===== src/rtl/lnbi2c_pkg.sv =====
package lnbi2c_pkg;
  localparam int BYTE_W = 8;
  localparam int CH1_W  = BYTE_W - 2;
  localparam int CH2_W  = BYTE_W - 3;

  typedef enum logic [3:0] {
    ST_IDLE,
    ST_ADDR,
    ST_WDATA,
    ST_ACK_A,
    ST_ACK_B,
    ST_RDATA,
    ST_RREL,
    ST_RACK,
    ST_RNEXT
  } bus_state_t;
endpackage


===== src/rtl/lnbi2c_sync.sv =====
module lnbi2c_sync #(
  parameter int STAGES = 2,
  parameter int WIDTH  = 2
) (
  input  logic             clk,
  input  logic             rst_n,
  input  logic [WIDTH-1:0] d_in,
  output logic [WIDTH-1:0] d_out
);
  logic [WIDTH-1:0] chain [STAGES];

  for (genvar g = 0; g < STAGES; g++) begin : g_stage
    if (g == 0) begin : g_first
      always_ff @(posedge clk or negedge rst_n) begin
        if (!rst_n) chain[g] <= '1;
        else        chain[g] <= d_in;
      end
    end else begin : g_next
      always_ff @(posedge clk or negedge rst_n) begin
        if (!rst_n) chain[g] <= '1;
        else        chain[g] <= chain[g-1];
      end
    end
  end

  assign d_out = chain[STAGES-1];
endmodule


===== src/rtl/lnbi2c_engine.sv =====
module lnbi2c_engine
  import lnbi2c_pkg::*;
#(
  parameter logic [5:0] ADDR_UPPER = 6'b000100
) (
  input  logic              clk,
  input  logic              rst_n,
  input  logic              scl_s,
  input  logic              sda_s,
  input  logic              addr_sel,
  input  logic              pwr_good,
  input  logic [BYTE_W-1:0] rd_byte_a,
  input  logic [BYTE_W-1:0] rd_byte_b,
  output logic              wr_en,
  output logic [BYTE_W-1:0] wr_data,
  output logic              sda_oe
);
  logic scl_d, sda_d;
  logic start_ev, stop_ev, scl_rise, scl_fall;
  bus_state_t st_q, st_n;
  logic [2:0]        cnt_q, cnt_n;
  logic [BYTE_W-1:0] sh_q, sh_n;
  logic              rw_q, rw_n;
  logic              sel_q, sel_n;
  logic              oe_q, oe_n;
  logic [BYTE_W-1:0] byte_in;
  logic [BYTE_W-1:0] cur_rd;

  always_ff @(posedge clk or negedge rst_n) begin
    if (!rst_n) begin
      scl_d <= 1'b1;
      sda_d <= 1'b1;
    end else begin
      scl_d <= scl_s;
      sda_d <= sda_s;
    end
  end

  assign start_ev = scl_s & scl_d & sda_d & ~sda_s;
  assign stop_ev  = scl_s & scl_d & ~sda_d & sda_s;
  assign scl_rise = scl_s & ~scl_d;
  assign scl_fall = ~scl_s & scl_d;
  assign byte_in  = {sh_q[BYTE_W-2:0], sda_s};
  assign cur_rd   = sel_q ? rd_byte_b : rd_byte_a;
  assign wr_data  = byte_in;

  always_comb begin
    st_n  = st_q;
    cnt_n = cnt_q;
    sh_n  = sh_q;
    rw_n  = rw_q;
    sel_n = sel_q;
    oe_n  = oe_q;
    wr_en = 1'b0;
    if (start_ev) begin
      st_n  = ST_ADDR;
      cnt_n = '0;
      oe_n  = 1'b0;
    end else if (stop_ev) begin
      st_n = ST_IDLE;
      oe_n = 1'b0;
    end else begin
      unique case (st_q)
        ST_ADDR: if (scl_rise) begin
          sh_n  = byte_in;
          cnt_n = cnt_q + 3'd1;
          if (cnt_q == 3'd7) begin
            if (byte_in[BYTE_W-1:1] == {ADDR_UPPER, addr_sel} && pwr_good) begin
              rw_n  = byte_in[0];
              sel_n = 1'b0;
              st_n  = ST_ACK_A;
            end else begin
              st_n = ST_IDLE;
            end
          end
        end
        ST_WDATA: if (scl_rise) begin
          sh_n  = byte_in;
          cnt_n = cnt_q + 3'd1;
          if (cnt_q == 3'd7) begin
            if (pwr_good) begin
              wr_en = 1'b1;
              st_n  = ST_ACK_A;
            end else begin
              st_n = ST_IDLE;
            end
          end
        end
        ST_ACK_A: if (scl_fall) begin
          oe_n = 1'b1;
          st_n = ST_ACK_B;
        end
        ST_ACK_B: if (scl_fall) begin
          cnt_n = '0;
          if (rw_q) begin
            sh_n = cur_rd;
            oe_n = ~cur_rd[BYTE_W-1];
            st_n = ST_RDATA;
          end else begin
            oe_n = 1'b0;
            st_n = ST_WDATA;
          end
        end
        ST_RDATA: begin
          if (scl_rise) begin
            cnt_n = cnt_q + 3'd1;
            if (cnt_q == 3'd7) st_n = ST_RREL;
          end else if (scl_fall) begin
            sh_n = {sh_q[BYTE_W-2:0], 1'b0};
            oe_n = ~sh_q[BYTE_W-2];
          end
        end
        ST_RREL: if (scl_fall) begin
          oe_n = 1'b0;
          st_n = ST_RACK;
        end
        ST_RACK: if (scl_rise) begin
          if (!sda_s) begin
            sel_n = ~sel_q;
            st_n  = ST_RNEXT;
          end else begin
            st_n = ST_IDLE;
          end
        end
        ST_RNEXT: if (scl_fall) begin
          cnt_n = '0;
          sh_n  = cur_rd;
          oe_n  = ~cur_rd[BYTE_W-1];
          st_n  = ST_RDATA;
        end
        default: ;
      endcase
    end
  end

  always_ff @(posedge clk or negedge rst_n) begin
    if (!rst_n) begin
      st_q  <= ST_IDLE;
      cnt_q <= '0;
      sh_q  <= '0;
      rw_q  <= 1'b0;
      sel_q <= 1'b0;
      oe_q  <= 1'b0;
    end else begin
      st_q  <= st_n;
      cnt_q <= cnt_n;
      sh_q  <= sh_n;
      rw_q  <= rw_n;
      sel_q <= sel_n;
      oe_q  <= oe_n;
    end
  end

  assign sda_oe = oe_q;

  // the drive enable never moves while the synchronized SCL is high
  p_sda_moves_scl_low_r11: assert property (@(posedge clk) disable iff (!rst_n)
    !$stable(oe_q) |-> !scl_s);
  // no register write is issued without power-good
  p_write_powered_r9: assert property (@(posedge clk) disable iff (!rst_n)
    wr_en |-> pwr_good);
  // an issued write is followed by the acknowledge phase
  p_write_then_ack_r3: assert property (@(posedge clk) disable iff (!rst_n)
    wr_en |=> (st_q == ST_ACK_A));
endmodule


===== src/rtl/lnbi2c_regs.sv =====
module lnbi2c_regs
  import lnbi2c_pkg::*;
(
  input  logic              clk,
  input  logic              rst_n,
  input  logic              pwr_good,
  input  logic              otf,
  input  logic              olf1,
  input  logic              olf2,
  input  logic              wr_en,
  input  logic [BYTE_W-1:0] wr_data,
  output logic [CH1_W-1:0]  cfg1,
  output logic [CH2_W-1:0]  cfg2,
  output logic [BYTE_W-1:0] rd_byte_a,
  output logic [BYTE_W-1:0] rd_byte_b
);
  logic             otf_q;
  logic             ovt_rise, clr;
  logic [CH1_W-1:0] cfg1_q, cfg1_n;
  logic [CH2_W-1:0] cfg2_q, cfg2_n;
  logic             unused_bit0;

  assign unused_bit0 = wr_data[0];
  assign ovt_rise    = otf & ~otf_q;
  assign clr         = ~pwr_good | ovt_rise;

  always_comb begin
    cfg1_n = cfg1_q;
    cfg2_n = cfg2_q;
    if (clr) begin
      cfg1_n = '0;
      cfg2_n = '0;
    end else if (wr_en) begin
      if (wr_data[BYTE_W-1]) cfg2_n = wr_data[BYTE_W-2:2];
      else                   cfg1_n = wr_data[BYTE_W-2:1];
    end
  end

  always_ff @(posedge clk or negedge rst_n) begin
    if (!rst_n) begin
      otf_q  <= 1'b0;
      cfg1_q <= '0;
      cfg2_q <= '0;
    end else begin
      otf_q  <= otf;
      cfg1_q <= cfg1_n;
      cfg2_q <= cfg2_n;
    end
  end

  assign cfg1      = cfg1_q;
  assign cfg2      = cfg2_q;
  assign rd_byte_a = {1'b0, cfg1_q, olf1};
  assign rd_byte_b = {1'b1, cfg2_q, otf, olf2};

  // registers read zero one cycle after power-good is low
  p_powerdown_clear_r9: assert property (@(posedge clk) disable iff (!rst_n)
    !pwr_good |=> (cfg1 == '0 && cfg2 == '0));
  // registers read zero after the over-temperature flag rises
  p_overtemp_clear_r10: assert property (@(posedge clk) disable iff (!rst_n)
    $rose(otf) |=> (cfg1 == '0 && cfg2 == '0));
endmodule


===== src/rtl/lnb_sysreg_i2c.sv =====
module lnb_sysreg_i2c
  import lnbi2c_pkg::*;
#(
  parameter int         SYNC_STAGES = 2,
  parameter logic [5:0] ADDR_UPPER  = 6'b000100
) (
  input  logic             clk,
  input  logic             rst_n,
  input  logic             scl_in,
  input  logic             sda_in,
  output logic             sda_drive_low,
  input  logic             addr_sel,
  input  logic             pwr_good,
  input  logic             olf_ch1,
  input  logic             olf_ch2,
  input  logic             otf,
  output logic [CH1_W-1:0] ch1_cfg,
  output logic [CH2_W-1:0] ch2_cfg
);
  logic [1:0]        lines_s;
  logic              wr_en;
  logic [BYTE_W-1:0] wr_data;
  logic [BYTE_W-1:0] rd_byte_a, rd_byte_b;

  lnbi2c_sync #(.STAGES(SYNC_STAGES), .WIDTH(2)) u_sync (
    .clk   (clk),
    .rst_n (rst_n),
    .d_in  ({scl_in, sda_in}),
    .d_out (lines_s)
  );

  lnbi2c_engine #(.ADDR_UPPER(ADDR_UPPER)) u_engine (
    .clk       (clk),
    .rst_n     (rst_n),
    .scl_s     (lines_s[1]),
    .sda_s     (lines_s[0]),
    .addr_sel  (addr_sel),
    .pwr_good  (pwr_good),
    .rd_byte_a (rd_byte_a),
    .rd_byte_b (rd_byte_b),
    .wr_en     (wr_en),
    .wr_data   (wr_data),
    .sda_oe    (sda_drive_low)
  );

  lnbi2c_regs u_regs (
    .clk       (clk),
    .rst_n     (rst_n),
    .pwr_good  (pwr_good),
    .otf       (otf),
    .olf1      (olf_ch1),
    .olf2      (olf_ch2),
    .wr_en     (wr_en),
    .wr_data   (wr_data),
    .cfg1      (ch1_cfg),
    .cfg2      (ch2_cfg),
    .rd_byte_a (rd_byte_a),
    .rd_byte_b (rd_byte_b)
  );
endmodule


===== config.mk =====
export PLATFORM = sky130hd
export DESIGN_NAME = lnb_sysreg_i2c
export DESIGN_NICKNAME = d
export VERILOG_FILES = /design/src/rtl/lnbi2c_pkg.sv /design/src/rtl/lnbi2c_sync.sv /design/src/rtl/lnbi2c_engine.sv /design/src/rtl/lnbi2c_regs.sv /design/src/rtl/lnb_sysreg_i2c.sv
export SDC_FILE = /design/constraint.sdc
export NUM_CORES = 1
export LEC_CHECK = 0
export ABC_AREA = 1
export BUFFER_PORTS_ARGS = -buffer_cell sky130_fd_sc_hd__buf_2
export CAP_MARGIN = 20
export CORE_AREA = 4 4 98 72
export CTS_BUF_LIST = sky130_fd_sc_hd__clkbuf_16
export CTS_CLUSTER_SIZE = 40
export DETAILED_ROUTE_END_ITERATION = 16
export DIE_AREA = 0 0 102 76
export PLACE_DENSITY = 0.59
export SKIP_LAST_GASP = 1
export SYNTH_ARGS = -nofsm -noshare
export SYNTH_HDL_FRONTEND = slang
export SYNTH_HIERARCHICAL = 1
export SYNTH_SLANG_ARGS = --single-unit

===== constraint.sdc =====
create_clock -name clk -period 2.1 [get_ports clk]
set_input_delay 0.315 -clock clk [delete_from_list [all_inputs] [get_ports clk]]
set_output_delay 0.315 -clock clk [all_outputs]
set_load 0.01 [all_outputs]

==> results.json, run 1 <==
{
  "cts_setup_buffers": 0,
  "antenna_cells": 0,
  "dieWidth_um": 102,
  "hold_path_class": "input port to async pin",
  "grt_max_degree": 36,
  "cp-start-kind": "flop",
  "drv_cap": 0,
  "portBuffers": 20,
  "drive_above_1_share": 0.186,
  "ys_warn_count": 6,
  "vias": 1902,
  "cp_max_fo": 6,
  "antenna_found_initial": 0,
  "fp.dieArea_mm2": 0.00775,
  "drtAntennaViolNets": 0,
  "wl_per_cell_um": 13.2,
  "drt_iter0_drc": 180,
  "syn_area_per_cell_um2": 7.36,
  "vdd_drop_max_v": 0.000606,
  "drt_wl_total_um": 5100,
  "fin_crit_sh": 0.873,
  "nFillCells": 651,
  "first_pass_iters": 4,
  "crit_chain": "inv_1 > nor2_1 > nand2_1 > nor2_1 > inv_2 > nor2_4 > nand4_1 > nand2_1",
  "cts_max_level": 2,
  "tns_ns": 0,
  "finalHoldViolCount": 0,
  "gp_congestion": 0.905,
  "cts_hold_buf": 0,
  "rows": 24,
  "relSlewSlack": 0.480,
  "core_area_mm2": 0.00613,
  "final_cells": 385,
  "power_leakage_uw": 0.00129,
  "ios": 21,
  "cp.buffers_inverters": 2,
  "clock_sinks": 35,
  "worstMarginPinSlew_ns": 0.781,
  "grt_overflow_total": 0,
  "critPathKind": "flop to flop",
  "cpPeakStageDelay_ns": 0.53,
  "final_nets": 317,
  "slew_violations": 0,
  "cts_buffers": 5,
  "cts_tree": "yes",
  "rsz0062_at_grt": "false",
  "cts_root_buf": "clkbuf_16",
  "power_per_cell_area_mw_per_mm2": 1130,
  "grt_pass1_wl_um": 8900,
  "drc": 0,
  "period_needed_ns": 1.83,
  "fin_worst_skew_ns": 0.00509,
  "cp_slowest_cell": "dfstp_2",
  "grt_pass1_vias": 1742,
  "dp_cells": 377,
  "postPlaceCellArea_mm2": 0.00226,
  "max_freq_mhz": 545,
  "critical_path_arrival_ns": 2.05,
  "grt_usage": 0.143,
  "synth_nets": 312,
  "cp.required_ns": 2.31,
  "status": "completed",
  "final-seq-area_um2": 883,
  "clkTransAtPathRegs_ns": 0.06,
  "hpwl_um": 3930,
  "clockBufferDepth": 2,
  "crit_path_end_kind": "flop",
  "clock_latency_ns": 0.27,
  "syn_to_final_growth_pct": 9.54,
  "fin_util": 0.396,
  "die_h_um": 76,
  "setup_viol": 0,
  "initial_utilization": 0.362,
  "via_per_inst": 4.94,
  "cpLargestDelayFamily": "simple AND/OR/NAND/NOR gates",
  "netlist_instances": 301,
  "stdcell_area_mm2": 0.00243,
  "cts-resized-gates": 0,
  "syn-cell-area_mm2": 0.00222,
  "multi_input_area_mm2": 0.00105
}
worst reg2reg max path: stages, from the launching register on:
cell and delay (ns):
dfstp_2 0.53, inv_1 0.06, nor2_1 0.22, nand2_1 0.17, nor2_1 0.30, inv_2 0.08, nor2_4 0.19, nand4_1 0.13
nand2_1 0.10
final timing paths:
kind	start	endpoint	slack [ns]	depth (start not counted)
hold reg to reg	u_sync/chain[3]$_DFF_PN1_	u_sync/d_out[1]$_DFF_PN1_	0.35	0
min in group clk	sda_in	u_sync/chain[2]$_DFF_PN1_	0.14	1
setup reg to reg	u_sync/d_out[1]$_DFF_PN1_	u_regs/cfg1[5]$_DFFE_PN0P_	0.27	8
max in group asynchronous	rst_n	u_engine/st_q[2]$_DFFE_PN0P_	1.48	1
hold / removal	rst_n	u_regs/cfg1[3]$_DFFE_PN0P_	0.12	1
setup / recovery	u_sync/d_out[1]$_DFF_PN1_	u_regs/cfg1[5]$_DFFE_PN0P_	0.27	8
layer usage:
metal,GRT usage,share of wire
met3,0.0247,0.072
met5,0,0
met1,0.241,0.53
met4,0.0315,0.0037
met2,0.184,0.39
metrics by stage:
step                power [uW]  hold slack (ns)  worst slack [ns]
finish                    2750            0.118             0.266
global route              2970            0.132            0.0766
CTS                       2770            0.131             0.269
detailed placement        1920            0.347             0.295
global placement          1920            0.346             0.285
floorplan                 1680           0.0194             0.508
registers in the layout, indices dropped and copies added, names as in the netlist:
signal / cells
u_engine/cnt_q: 3
u_engine/rw_q: 1
u_engine/scl_d: 1
u_engine/sda_d: 1
u_engine/sda_oe: 1
u_engine/sel_q: 1
u_engine/sh_q: 7
u_engine/st_q: 4
u_regs/cfg1: 6
u_regs/cfg2: 5
u_regs/otf_q: 1
u_sync/chain: 2
u_sync/d_out: 2
where the power goes:
part           internal, uW  total [uW]  switching (uW)
Combinational           319         946             627
Clock                   559         833             274
Sequential              803         972             169
Total                  1680        2750            1070
cell type report:
type	count	area share
repair buffers	22	0.0474
clock buffers	5	0.0515
clock inverters	3	0.0180
well taps	78	0.0402
inverters	29	0.0448
multi-input cells	213	0.434
flip-flops and latches	35	0.364
placed cells by master (no fill, tap or decap), types with 2 or more instances in the layout:
cell type,n
nand2_1,88
nor2_1,30
dfrtp_1,29
inv_1,25
nand3_1,23
nand4_1,22
buf_2,20
o21ai_0,9
a31oi_1,6
nand2_2,6
dfstp_2,6
clkbuf_16,5
inv_2,4
a21oi_1,4
o21a_1,3
buf_4,2
nand2_4,2
nand3_2,2
nor2_2,2
o21ai_1,2
a21oi_2,2
ha_1,2
conb_1,2
No activity file was read; power rests on OpenSTA's default activity.
==> inputs of run 2 (changes only) <==
- CORE_AREA: 4 4 98 72 -> 5 5 99 73
- DIE_AREA: 0 0 102 76 -> 0 0 104 78
- clock period: 2.1 -> 2 ns (I/O delays scaled with it)
==> run 2 against run 1 <==
Worst hold slack got worse by 0.020 ns. Maximum frequency increased by 2.3%. Critical path type unchanged. Critical path depth unchanged. Critical endpoint is now u_regs/cfg1[0]$_DFFE_PN0P_. Global-route usage decreased by 0.73 points. Largest cell class unchanged. First-iteration DRC count decreased by 14%. Non-clock buffer count unchanged. Combinational power increased by 5.3%. Highest routed layer unchanged. Wire length increased by 0.84%.
==> results.json, run 2 (synthesis gave the netlist of run 1 again) <==
{
  "power_per_cell_area_mw_per_mm2": 1150,
  "drt_wl_total_um": 5140,
  "wl_per_cell_um": 13.4,
  "clkTransAtPathRegs_ns": 0.05,
  "first_pass_iters": 5,
  "critPathKind": "flop to flop",
  "tns_ns": 0,
  "crit_path_end_kind": "flop",
  "largest_reg_flops": 7,
  "fin_worst_skew_ns": 0.00391,
  "final_cells": 385,
  "max_freq_mhz": 558,
  "cp_slowest_cell": "dfstp_2",
  "worstMarginPinSlew_ns": 0.787,
  "setup_viol": 0,
  "dieWidth_um": 104,
  "drv_cap": 0,
  "ios": 21,
  "p_switching_uw": 1110,
  "slew_violations": 0,
  "cp.required_ns": 2.21,
  "swShare": 0.404,
  "clkPwrFrac": 0.268,
  "hold_path_class": "input port to async pin",
  "crit_chain": "inv_1 > nor2_1 > nand2_1 > nor2_2 > inv_2 > nor2_4 > nand2_1 > a21oi_2",
  "layout_common_cells": "nand2_1 (88), nor2_1 (29), dfrtp_1 (29), inv_1 (25), nand3_1 (23)",
  "cpPeakStageDelay_ns": 0.54,
  "cp_common_cell": "nand2_1",
  "cellInternalPower_uw": 1640,
  "rsz0062_at_grt": "false",
  "hpwl_um": 3810,
  "core_area_mm2": 0.00613,
  "die_h_um": 78,
  "power_leakage_uw": 0.00127,
  "grt_usage": 0.136,
  "combPwrFrac": 0.362,
  "fp.dieArea_mm2": 0.00811,
  "antenna_cells": 0,
  "dp_cells": 377,
  "status": "completed",
  "portBuffers": 20,
  "drc": 0,
  "p_seq_frac": 0.370,
  "grt_max_degree": 36,
  "antenna_found_initial": 0,
  "cts_tree": "yes",
  "grt_pass1_vias": 1739,
  "syn_to_final_growth_pct": 8.36,
  "final_nets": 317,
  "cp-start-kind": "flop",
  "vdd_drop_max_v": 0.000473,
  "initial_utilization": 0.362,
  "clockBufferDepth": 2,
  "regMostFlops": "u_engine/sh_q",
  "via_per_inst": 4.91,
  "rrSetupSlack_ns": 0.21,
  "cts_buffers": 5,
  "vias": 1892,
  "cts_max_level": 2,
  "fin_crit_sh": 0.896,
  "grt_overflow_total": 0,
  "gp_congestion": 0.861,
  "grt_pass1_wl_um": 8790,
  "clock_sinks": 35,
  "cp_max_fo": 6,
  "critical_path_arrival_ns": 2.00,
  "drive_above_1_share": 0.182,
  "postPlaceCellArea_mm2": 0.00226,
  "layout_commonest_cell": "nand2_1",
  "stdcell_area_mm2": 0.00240,
  "cts_root_buf": "clkbuf_16",
  "rows": 24,
  "drtAntennaViolNets": 0,
  "clock_latency_ns": 0.28,
  "drt_iter0_drc": 154,
  "relSlewSlack": 0.476,
  "power_uw": 2750,
  "finalHoldViolCount": 0,
  "period_needed_ns": 1.79
}
run 2: cell count changes in the layout (fill, tap and decap cells not counted):
| cell | previous run | this run |
|---|---|---|
| bufinv_16 | 1 | 0 |
| nor2_2 | 2 | 3 |
| clkinvlp_4 | 0 | 1 |
| clkinv_4 | 1 | 0 |
| clkinv_2 | 1 | 0 |
| clkinv_1 | 0 | 2 |
| nor2_1 | 30 | 29 |
run 2: final cells by class:
cell class	instances	area (um2)
repair buffers	22	115
clock buffers	5	125
multi-input cells	213	1060
inverters	29	109
clock inverters	3	15.0
well taps	78	97.6
fillers	633	3720
flip-flops and latches	35	883
run 2: path summary, 6_finish.rpt:
path | from | endpoint | cells after the start
hold / removal | rst_n | u_regs/cfg2[2]$_DFFE_PN0P_ | 1
hold reg to reg | u_sync/chain[2]$_DFF_PN1_ | u_sync/d_out[0]$_DFF_PN1_ | 0
setup / recovery | u_sync/d_out[1]$_DFF_PN1_ | u_regs/cfg1[0]$_DFFE_PN0P_ | 8
setup reg to reg | u_sync/d_out[1]$_DFF_PN1_ | u_regs/cfg1[0]$_DFFE_PN0P_ | 8
max in group asynchronous | rst_n | u_engine/sda_oe$_DFFE_PN0P_ | 1
min in group clk | scl_in | u_sync/chain[3]$_DFF_PN1_ | 1
run 2: what timing repair did:
item                                    CTS  global route
buffers inserted                          0             0
resized for setup                         0             1
endpoints found under the hold margin     0             0
endpoints found under the setup margin    0            11
hold buffers                              0             0
run 2: metrics by stage:
| step | utilization | hold slack [ns] | worst slack, ns |
|---|---|---|---|
| after global routing | 0.392 | 0.115 | 0.0338 |
| after detailed placement | 0.369 | 0.347 | 0.190 |
| after CTS | 0.392 | 0.113 | 0.166 |
| final | 0.392 | 0.0985 | 0.207 |
| after floorplan | - | 0.00441 | 0.408 |
| after global placement | 0.369 | 0.346 | 0.159 |
run 2: worst max-delay path: cells and delay by family, from the launching register on:
kind,cells,cell delay (ns)
and+or+nand+nor,5,0.93
DFF,1,0.54
AOI/OAI and AO/OA,1,0.13
buffers and inverters,2,0.13
run 2: power groups by stage:
| stage | clock [uW] | sequential (uW) | combinational [uW] |
|---|---|---|---|
| finish | 738 | 1020 | 996 |
| global route | 786 | 1040 | 1170 |
| CTS | 761 | 1020 | 993 |
| detailed placement | 0 | 1030 | 989 |
| global placement | 0 | 1020 | 981 |
| floorplan | 0 | 958 | 807 |
run 2: routing by layer:
metal  GRT usage  share of wire  up-vias
li1            -              -      979
met1       0.201           0.52      853
met2       0.188           0.41       53
met3      0.0299          0.051        7
met4      0.0582          0.016        0
met5           0              0        -
==> inputs of run 3 (changes only) <==
- ABC_AREA: 1 -> default
- CORE_AREA: 5 5 99 73 -> 5 5 103 76
- DIE_AREA: 0 0 104 78 -> 0 0 108 81
- PLACE_DENSITY: 0.59 -> 0.57
==> run 3 against run 2 <==
Final cell count shrank 5.2%. Clock skew shrank 0.00059 ns. Clock power grew 16%. Maximum frequency shrank 9.5%. Flip-flop and latch count is the same. Non-clock buffer count grew 29. Design area grew 16%. Synthesized area grew 3.2%. Critical path depth shrank 1. Combinational power grew 95%.
==> results.json, run 3 <==
{
  "status": "completed",
  "drt_wl_total_um": 5660,
  "drive_above_1_share": 0.332,
  "power_per_cell_area_mw_per_mm2": 1400,
  "grt_max_degree": 36,
  "clkTransAtPathRegs_ns": 0.06,
  "cpLargestDelayFamily": "compound AO/OA/AOI/OAI gates",
  "dpl_worst_slack_ns": 0.0138,
  "drc": 0,
  "syn_to_final_growth_pct": 21.6,
  "slew_violations": 0,
  "initial_utilization": 0.345,
  "r2r-start": "u_engine/cnt_q[0]$_DFFE_PN0P_",
  "rrSetupSlack_ns": 0.02,
  "fin_worst_skew_ns": 0.00331,
  "synth_nets": 255,
  "cts_max_level": 2,
  "hpwl_um": 3960,
  "drv_cap": 0,
  "grt_usage": 0.134,
  "vdd_drop_max_v": 0.000525,
  "portBuffers": 20,
  "regMostFlops": "u_engine/sh_q",
  "drtAntennaViolNets": 0,
  "relSlewSlack": 0.470,
  "gp_congestion": 0.895,
  "syn_area_per_cell_um2": 9.37,
  "rows": 25,
  "final_nets": 281,
  "crit_path_end_kind": "flop",
  "cp-start-kind": "flop",
  "via_per_inst": 5.13,
  "grt_overflow_total": 0,
  "cpPeakStageDelay_ns": 0.50,
  "p_switching_uw": 1460,
  "cp.buffers_inverters": 0,
  "first_pass_iters": 4,
  "drt_iter0_drc": 117,
  "core_area_mm2": 0.00663,
  "clock_latency_ns": 0.27,
  "antenna_cells": 0,
  "cp.required_ns": 2.20,
  "cellInternalPower_uw": 2420,
  "max_freq_mhz": 505,
  "finalHoldViolCount": 0,
  "syn-cell-area_mm2": 0.00229,
  "cp_max_fo": 6,
  "clock_sinks": 35,
  "rsz0062_at_grt": "true",
  "swShare": 0.376,
  "hold_path_class": "input port to async pin",
  "largest_reg_flops": 7,
  "power_leakage_uw": 0.00125,
  "cp_slowest_cell": "or4_4",
  "cts_buffers": 5,
  "timing.final.ws_setup_ns": 0.0197,
  "worstMarginPinSlew_ns": 0.796,
  "ios": 21,
  "wl_per_cell_um": 15.5,
  "antenna_found_initial": 0,
  "nFillCells": 652,
  "period_needed_ns": 1.98,
  "p_seq_frac": 0.278,
  "cts_hold_buf": 0,
  "cts_root_buf": "clkbuf_16",
  "grt_pass1_vias": 1778,
  "layout_commonest_cell": "buf_4",
  "vias": 1874,
  "fp.dieArea_mm2": 0.00875,
  "layout_common_cells": "buf_4 (28), dfrtp_1 (26), buf_2 (21), nand2_1 (20), nor2_1 (17)",
  "die_h_um": 81,
  "cts_tree": "yes",
  "grt_pass1_wl_um": 9180,
  "dieWidth_um": 108,
  "ys_warn_count": 6,
  "crit_chain": "ha_2 > ha_4 > nand3b_4 > a221oi_4 > o21ai_4 > or4_4 > a21oi_2",
  "hold_slack_ns": 0.111,
  "clkPwrFrac": 0.221,
  "clockBufferDepth": 2,
  "critPathKind": "flop to flop",
  "netlist_instances": 244,
  "combPwrFrac": 0.501,
  "critical_path_arrival_ns": 2.18,
  "setup_viol": 0,
  "fin_crit_sh": 0.990,
  "startpoint": "u_engine/cnt_q[0]$_DFFE_PN0P_"
}
## run 3: cell types whose count changed in the layout (fill, tap and decap cells not counted), moves of 15 or more
cell / previous run / this run
inv_1: 25 / 5
buf_4: 2 / 28
nand3_1: 23 / 8
nand4_1: 22 / 0
nand2_1: 88 / 20
mux2i_1: 1 / 16
## run 3: final timing paths
path	endpoint	depth (start not counted)
max in group asynchronous	u_engine/st_q[0]$_DFFE_PN0P_	1
hold / removal	u_regs/cfg1[4]$_DFFE_PN0P_	1
setup reg to reg	u_engine/st_q[1]$_DFFE_PN0P_	7
setup / recovery	u_engine/st_q[1]$_DFFE_PN0P_	7
min in group clk	u_sync/chain[3]$_DFF_PN1_	1
hold reg to reg	u_sync/d_out[1]$_DFF_PN1_	0
## run 3: area by class of cell
cell class	count	area (um2)	area share
clock inverters	3	37.5	0.0135
repair buffers	51	355	0.128
flip-flops and latches	35	887	0.319
inverters	4	15.0	0.00540
well taps	94	118	0.0423
clock buffers	5	125	0.0450
multi-input cells	173	1240	0.447
## run 3: through the flow
| stage | total power, uW | util | std cells | cell area, um2 | setup TNS (ns) |
|---|---|---|---|---|---|
| after floorplan | 2170 | - | 244 | 2290 | 0 |
| after global placement | 2670 | 0.372 | 348 | 2470 | 0 |
| after detailed placement | 2690 | 0.372 | 348 | 2470 | 0 |
| after CTS | 3620 | 0.399 | 358 | 2650 | 0 |
| after global routing | 4130 | 0.419 | 365 | 2780 | -0.273 |
| final | 3880 | 0.419 | 365 | 2780 | 0 |
## run 3: power groups by stage
stage          registers, uW  logic (uW)  clock network (uW)
2_1_floorplan            997        1180                   0
3_3_place_gp            1070        1600                   0
3_5_place_dp            1070        1620                   0
4_1_cts                 1060        1680                 879
5_1_grt                 1100        2110                 917
6_report                1080        1940                 858
## run 3: worst register-to-register path: stages (launching register included)
cell	delay, ns
dfrtp_1	0.35
ha_2	0.19
ha_4	0.13
nand3b_4	0.11
a221oi_4	0.35
o21ai_4	0.14
or4_4	0.50
a21oi_2	0.14
## run 3: metal layers
metal	wire, um	GRT usage
met5	0	0
met4	32	0.0315
met3	359	0.0326
met2	2340	0.183
met1	2940	0.209
## run 3: what timing repair did
action | 4_1_cts | 5_1_grt
pin swaps | 0 | 6
endpoints found under the setup margin | 1 | 16
resized for setup | 0 | 18
setup buffers | 2 | 7
